==> src/rtl/scsi_pw_pkg.sv <==
package scsi_pw_pkg;
    // Index of each line in the synchronized signal vector
    localparam int SIG_IO  = 0;
    localparam int SIG_CD  = 1;
    localparam int SIG_MSG = 2;
    localparam int SIG_REQ = 3;
    localparam int SIG_BSY = 4;
    localparam int SIG_ACK = 5;
    localparam int SIG_ATN = 6;
    localparam int NUM_SIG = 7;

    // Status image bit positions
    localparam int ST_ACK    = 0;
    localparam int ST_ATN    = 1;
    localparam int ST_BSYERR = 2;
    localparam int ST_MATCH  = 3;
    localparam int ST_IRQ    = 4;
    localparam int ST_PARITY = 5;
    localparam int ST_DMAREQ = 6;
    localparam int ST_ENDDMA = 7;

    typedef struct packed {
        logic irq;
        logic bsy_err;
    } flag_t;
endpackage

==> src/rtl/pw_sync.sv <==
module pw_sync #(
    parameter int W = 4
) (
    input  logic         clk,
    input  logic         rst_n,
    input  logic [W-1:0] line_n_i,
    output logic [W-1:0] level_o
);
    typedef struct packed {
        logic [W-1:0] s1;
        logic [W-1:0] s2;
    } sync_t;

    sync_t st_d, st_q;

    always_comb begin
        st_d    = st_q;
        st_d.s1 = line_n_i;
        st_d.s2 = st_q.s1;
    end

    always_ff @(posedge clk or negedge rst_n) begin
        if (!rst_n) begin
            st_q <= '{s1: '1, s2: '1};
        end else begin
            st_q <= st_d;
        end
    end

    // Each line becomes an active-high level after the second stage
    for (genvar i = 0; i < W; i++) begin : g_inv
        assign level_o[i] = ~st_q.s2[i];
    end
endmodule

==> src/rtl/pw_phase_check.sv <==
module pw_phase_check (
    input  logic       clk,
    input  logic       rst_n,
    input  logic [2:0] phase_i,
    input  logic [2:0] tgt_i,
    input  logic       req_i,
    input  logic       dma_mode_i,
    output logic       match_o,
    output logic       block_o,
    output logic       mm_edge_o
);
    logic req_prev_d, req_prev_q;
    logic req_rise;

    always_comb begin
        match_o    = (phase_i == tgt_i);
        block_o    = dma_mode_i & ~match_o;
        req_rise   = req_i & ~req_prev_q;
        mm_edge_o  = req_rise & block_o;
        req_prev_d = req_i;
    end

    always_ff @(posedge clk or negedge rst_n) begin
        if (!rst_n) begin
            req_prev_q <= 1'b0;
        end else begin
            req_prev_q <= req_prev_d;
        end
    end

    // a held REQ never produces a phase event
    a_r4_no_event_on_held_req: assert property (@(posedge clk) disable iff (!rst_n)
        req_prev_q |-> !mm_edge_o);
endmodule

==> src/rtl/pw_busy_timer.sv <==
module pw_busy_timer #(
    parameter int SETTLE_CYC = 20
) (
    input  logic clk,
    input  logic rst_n,
    input  logic en_i,
    input  logic bsy_i,
    output logic loss_o
);
    localparam int CW = $clog2(SETTLE_CYC + 1);
    localparam logic [CW-1:0] LAST = CW'(SETTLE_CYC - 1);
    localparam logic [CW-1:0] TOP  = CW'(SETTLE_CYC);

    logic [CW-1:0] cnt_d, cnt_q;

    always_comb begin
        cnt_d  = cnt_q;
        loss_o = en_i & ~bsy_i & (cnt_q == LAST);
        if (!en_i || bsy_i) begin
            cnt_d = '0;
        end else if (cnt_q != TOP) begin
            cnt_d = cnt_q + 1'b1;
        end
    end

    always_ff @(posedge clk or negedge rst_n) begin
        if (!rst_n) begin
            cnt_q <= '0;
        end else begin
            cnt_q <= cnt_d;
        end
    end

    // BSY seen true always restarts the window
    a_r7_restart_on_bsy: assert property (@(posedge clk) disable iff (!rst_n)
        bsy_i |=> (cnt_q == '0));
endmodule

==> src/rtl/scsi_phase_watch.sv <==
module scsi_phase_watch #(
    parameter int SETTLE_CYC = 20
) (
    input  logic       clk,
    input  logic       rst_n,
    input  logic       io_n_i,
    input  logic       cd_n_i,
    input  logic       msg_n_i,
    input  logic       req_n_i,
    input  logic       bsy_n_i,
    input  logic       ack_n_i,
    input  logic       atn_n_i,
    input  logic [2:0] tgt_phase_i,
    input  logic       dma_mode_i,
    input  logic       busy_mon_i,
    input  logic       assert_db_i,
    input  logic       parity_err_i,
    input  logic       dma_req_i,
    input  logic       end_dma_i,
    input  logic       irq_clr_i,
    output logic [7:0] status_o,
    output logic       irq_o,
    output logic       req_gated_o,
    output logic       db_drive_o
);
    import scsi_pw_pkg::*;

    logic [NUM_SIG-1:0] raw_n, lvl;
    logic [2:0]         phase;
    logic               match, block, mm_edge, loss;
    flag_t              fl_d, fl_q;

    always_comb begin
        raw_n          = '1;
        raw_n[SIG_IO]  = io_n_i;
        raw_n[SIG_CD]  = cd_n_i;
        raw_n[SIG_MSG] = msg_n_i;
        raw_n[SIG_REQ] = req_n_i;
        raw_n[SIG_BSY] = bsy_n_i;
        raw_n[SIG_ACK] = ack_n_i;
        raw_n[SIG_ATN] = atn_n_i;
    end

    pw_sync #(.W(NUM_SIG)) u_sync (
        .clk      (clk),
        .rst_n    (rst_n),
        .line_n_i (raw_n),
        .level_o  (lvl)
    );

    assign phase = {lvl[SIG_MSG], lvl[SIG_CD], lvl[SIG_IO]};

    pw_phase_check u_phase (
        .clk        (clk),
        .rst_n      (rst_n),
        .phase_i    (phase),
        .tgt_i      (tgt_phase_i),
        .req_i      (lvl[SIG_REQ]),
        .dma_mode_i (dma_mode_i),
        .match_o    (match),
        .block_o    (block),
        .mm_edge_o  (mm_edge)
    );

    pw_busy_timer #(.SETTLE_CYC(SETTLE_CYC)) u_busy (
        .clk    (clk),
        .rst_n  (rst_n),
        .en_i   (busy_mon_i),
        .bsy_i  (lvl[SIG_BSY]),
        .loss_o (loss)
    );

    always_comb begin
        fl_d         = fl_q;
        fl_d.bsy_err = loss | (fl_q.bsy_err & ~irq_clr_i);
        fl_d.irq     = mm_edge | loss | (fl_q.irq & ~irq_clr_i);
    end

    always_ff @(posedge clk or negedge rst_n) begin
        if (!rst_n) begin
            fl_q <= '0;
        end else begin
            fl_q <= fl_d;
        end
    end

    always_comb begin
        status_o             = '0;
        status_o[ST_ACK]     = lvl[SIG_ACK];
        status_o[ST_ATN]     = lvl[SIG_ATN];
        status_o[ST_BSYERR]  = fl_q.bsy_err;
        status_o[ST_MATCH]   = match;
        status_o[ST_IRQ]     = fl_q.irq;
        status_o[ST_PARITY]  = parity_err_i;
        status_o[ST_DMAREQ]  = dma_req_i;
        status_o[ST_ENDDMA]  = end_dma_i;
        irq_o                = fl_q.irq;
        req_gated_o          = lvl[SIG_REQ] & ~block;
        db_drive_o           = assert_db_i & ~block;
    end

    // a REQ edge during a DMA mismatch raises the interrupt
    a_r3_irq_on_mismatch_edge: assert property (@(posedge clk) disable iff (!rst_n)
        mm_edge |=> irq_o);
    // flags hold until cleared
    a_r9_irq_sticky: assert property (@(posedge clk) disable iff (!rst_n)
        (irq_o && !irq_clr_i) |=> irq_o);
    // busy error only rises while monitoring is enabled
    a_r8_bsyerr_needs_monitor: assert property (@(posedge clk) disable iff (!rst_n)
        $rose(status_o[ST_BSYERR]) |-> $past(busy_mon_i));
    // no data-bus drive while a DMA mismatch is shown
    a_r6_no_drive_on_mismatch: assert property (@(posedge clk) disable iff (!rst_n)
        (dma_mode_i && !status_o[ST_MATCH]) |-> !db_drive_o);
    // REQ hidden during a DMA mismatch
    a_r5_req_hidden: assert property (@(posedge clk) disable iff (!rst_n)
        (dma_mode_i && !status_o[ST_MATCH]) |-> !req_gated_o);
endmodule

==> config.mk <==
export PLATFORM = sky130hd
export DESIGN_NAME = scsi_phase_watch
export DESIGN_NICKNAME = d
export VERILOG_FILES = /design/src/rtl/scsi_pw_pkg.sv /design/src/rtl/pw_sync.sv /design/src/rtl/pw_phase_check.sv /design/src/rtl/pw_busy_timer.sv /design/src/rtl/scsi_phase_watch.sv
export SDC_FILE = /design/constraint.sdc
export NUM_CORES = 1
export LEC_CHECK = 0
export ABC_CLOCK_PERIOD_IN_PS = 1900
export BUFFER_PORTS_ARGS = -buffer_cell sky130_fd_sc_hd__buf_2
export CAP_MARGIN = 10
export CORE_ASPECT_RATIO = 0.6
export CORE_MARGIN = 2
export CORE_UTILIZATION = 35
export CTS_CLUSTER_SIZE = 14
export DETAILED_ROUTE_END_ITERATION = 6
export GPL_ROUTABILITY_DRIVEN = 1
export PLACE_DENSITY = 0.66
export SKIP_CTS_REPAIR_TIMING = 1
export SLEW_MARGIN = 20
export SYNTH_ARGS = -nofsm -noshare
export SYNTH_HDL_FRONTEND = slang
export SYNTH_SLANG_ARGS = --single-unit
==> constraint.sdc <==
create_clock -name clk -period 1.9 [get_ports clk]
set_clock_uncertainty 0.05 [all_clocks]
set_input_delay 0.38 -clock clk [delete_from_list [all_inputs] [get_ports clk]]
set_output_delay 0.38 -clock clk [all_outputs]
set_load 0.02 [all_outputs]
==> impl_metrics.csv <==
group,metric,value,unit
logic_synthesis,yosysSeqAreaShare,67.06,%
routing,wirelength,1347,um
timing,min_period_over_period,100.2,%
routing,dr.pass1.iters,4,
finish,num-nets-final,108,
power,finalPower,968.9,uW
timing,tns,-0.004422,ns
logic_synthesis,synth_enable_flop_cells,0,
critical_path,reg2reg_to,"u_busy.cnt_q[3]",
floorplanning,pin_count,30,
routing,antenna_left,0,
logic_synthesis,synth_top_family_by_area,"simple AND/OR/NAND/NOR gates",
logic_synthesis,synthXorXnorAreaFrac,5.170,%
place,gp_congestion,0.7924,
logic_synthesis,ys_seq_elements,22,
place,hpwl,981.2,um
logic_synthesis,yosys_warnings,0,
hold_path,hp-class,"in -> async",
timing,hold_viol,0,
critical_path,path_cells,"xnor2_2 > o31ai_4 > and2_4 > buf_6",
floorplanning,coreArea,2228,um2
logic_synthesis,yosys.cell_types.count,23,
cts,clk_path_buf_depth,2,
routing,wire_per_inst,11.61,um
critical_path,end_kind,"primary output",
logic_synthesis,yosys.area.top_type,"dfstp_2",
floorplanning,die_area,2843,um2
floorplanning,rows,13,
critical_path,reg2reg_from,"u_busy.cnt_q[0]",
place,dp.cells,112,
critical_path,cp_num_cells,4,
logic_synthesis,synth.most_common_cell,"dfstp_2",
critical_path,worst-path-buf-inv,1,
cts,clk_latency,0.26,ns
logic_synthesis,synth_area,847.1,um2
power,power_leakage,0.5325,nW
global_route,grt_overflow_total,0,
logic_synthesis,netlist_instances,64,
finish,drive_gt1_share,58.14,%
timing,setup_viol_count_final,2,
cts,clkSlewWorstSetupHoldPaths,0.07,ns
global_route,antenna_found_initial,0,
cts,cts_sinks,22,
place,post-place-ws,0.1235,ns
global_route,grt_first_pass_wirelength,2173,um
floorplanning,die_h,42.11,um
critical_path,slowest_delay,0.54,ns
flow_run,maxCapViolations,0,
logic_synthesis,synth-async-reset-ratio,100.0,%
critical_path,path_delay_family,"flip-flops",
power,peakVddDrop,0.4562,mV
finish,fin_cells,116,
logic_synthesis,yosysTopAreaCellShare,43.43,%
run_status,violations,"setup timing",
global_route,grt_pass1_vias,489,
cts,clockRootBuffer,"clkbuf_8",
routing,viasPerCell,4.397,
routing,drc,0,
logic_synthesis,synth_flop_cell,"dfstp_2",
finish,final_area,1075,um2
logic_synthesis,synthAdderAreaFrac,2.954,%
logic_synthesis,muxShareOfSynthArea,1.182,%
cts,cts_tree,"yes",
floorplanning,die_w,67.51,um
critical_path,worst-setup-path-type,"reg -> out",
critical_path,r2r_slack,0.35,ns
critical_path,start_kind,"register",
logic_synthesis,synth_compound_area_share,3.693,%
critical_path,rr_worst_depth,5,
routing,drt-initial-drc-count,9,
routing,vias,510,
logic_synthesis,synth.top_cells.by_count,"14 x dfstp_2, 8 x dfrtp_1, 6 x inv_1, 5 x buf_4",
critical_path,cp.required,1.47,ns
global_route,grt_max_degree,23,
timing,period_minus_slack,1.904,ns
timing,max_slew_margin,69.43,%
place,dpl-instance-area,962.2,um2
finish,fillers,221,
floorplanning,initial_core_util,38.01,%
power,powerDensity,901.5,nW/um2
run_status,status,"complete, but fails checks",
timing,worst_pin_slew,0.4586,ns
finish,n_antenna_cell,0,
cts,htreeDepth,1,
timing,fmax,0.5253,GHz
critical_path,cp_max_fo,3,
global_route,grt_use_total,10.90,%
place,io_buffers,23,
logic_synthesis,synthSimpleGateAreaFrac,12.41,%
timing,drv_slew,0,
critical_path,cp_slowest_cell,"dfstp_2",
finish,syn_to_final_growth,26.88,%
logic_synthesis,synth_area_leaders,"dfstp_2 43%, dfrtp_1 24%, buf_4 4.4%",
critical_path,critPathArrivalTime,1.47,ns
cts,cts_buffers,3,
logic_synthesis,syn_area_per_cell,13.24,um2
logic_synthesis,synthesis.nets,85,
timing,rsz0062_at_grt,"yes",
timing,setup_slack,-0.003539,ns
## kinds of logic (layout without fill, tap and decap cells)
family	count (synthesis)	count (layout)
mux	1	1
fa+ha+maj	2	2
buf+inv	12	34
compound gates	5	5
flops	22	22
xor+xnor	5	5
simple gates	17	17
## metrics by stage
stage	hold slack, ns	utilization (%)
finish	0.009416	48.23
global route	0.03953	48.23
CTS	0.02716	46.15
detailed placement	0.2968	43.18
global placement	0.2960	43.18
floorplan	0.03441	-
## flip-flops by register name, indices dropped and copies added, names as in the netlist
signal	count
status_o	1
u_phase.req_prev_q	1
u_sync.st_d	7
u_sync.st_q	7
u_busy.cnt_q	5
irq_o	1
## metal layers
metal	track usage (%)	vias up	routed length [um]
li1	-	247	-
met2	13.92	21	597
met3	5.914	7	133
met1	13.97	235	574
met5	0	-	0
met4	6.939	0	41
## how the worst max path moves through the flow
stage | start | end
2_1_floorplan | u_sync.st_q[0] | db_drive_o
3_3_place_gp | tgt_phase_i[0] | req_gated_o
3_5_place_dp | tgt_phase_i[0] | req_gated_o
4_1_cts | u_sync.st_q[0] | req_gated_o
5_1_grt | u_sync.st_q[1] | req_gated_o
6_report | u_sync.st_q[1] | req_gated_o
## placed cells by master, fill, tap and decap left out, types with 2 or more instances in the layout
cell	count
nor2_1	4
ha_1	2
dfrtp_1	8
buf_6	2
clkbuf_8	3
nor3_1	2
xnor2_2	2
xnor2_1	2
and2_4	2
nand3_1	2
buf_2	21
dfstp_2	14
o21ai_0	2
inv_1	6
nand2_1	2
## final cells by class
cell class	count	area (um2)	area share [%]
Sequential cell	22	568.0	52.85
Multi-Input combinational cell	30	249.0	23.17
Timing Repair Buffer	23	127.6	11.87
Clock buffer	4	66.31	6.170
Tap cell	30	37.54	3.492
Inverter	7	26.28	2.445
## report_power, final
group	switching (mW)	internal [mW]	leakage [nW]
combinational	0.0485	0.0404	0.244
sequential	0.0101	0.500	0.255
clock	0.141	0.228	0.0339
(Power assumes the default switching activity.)
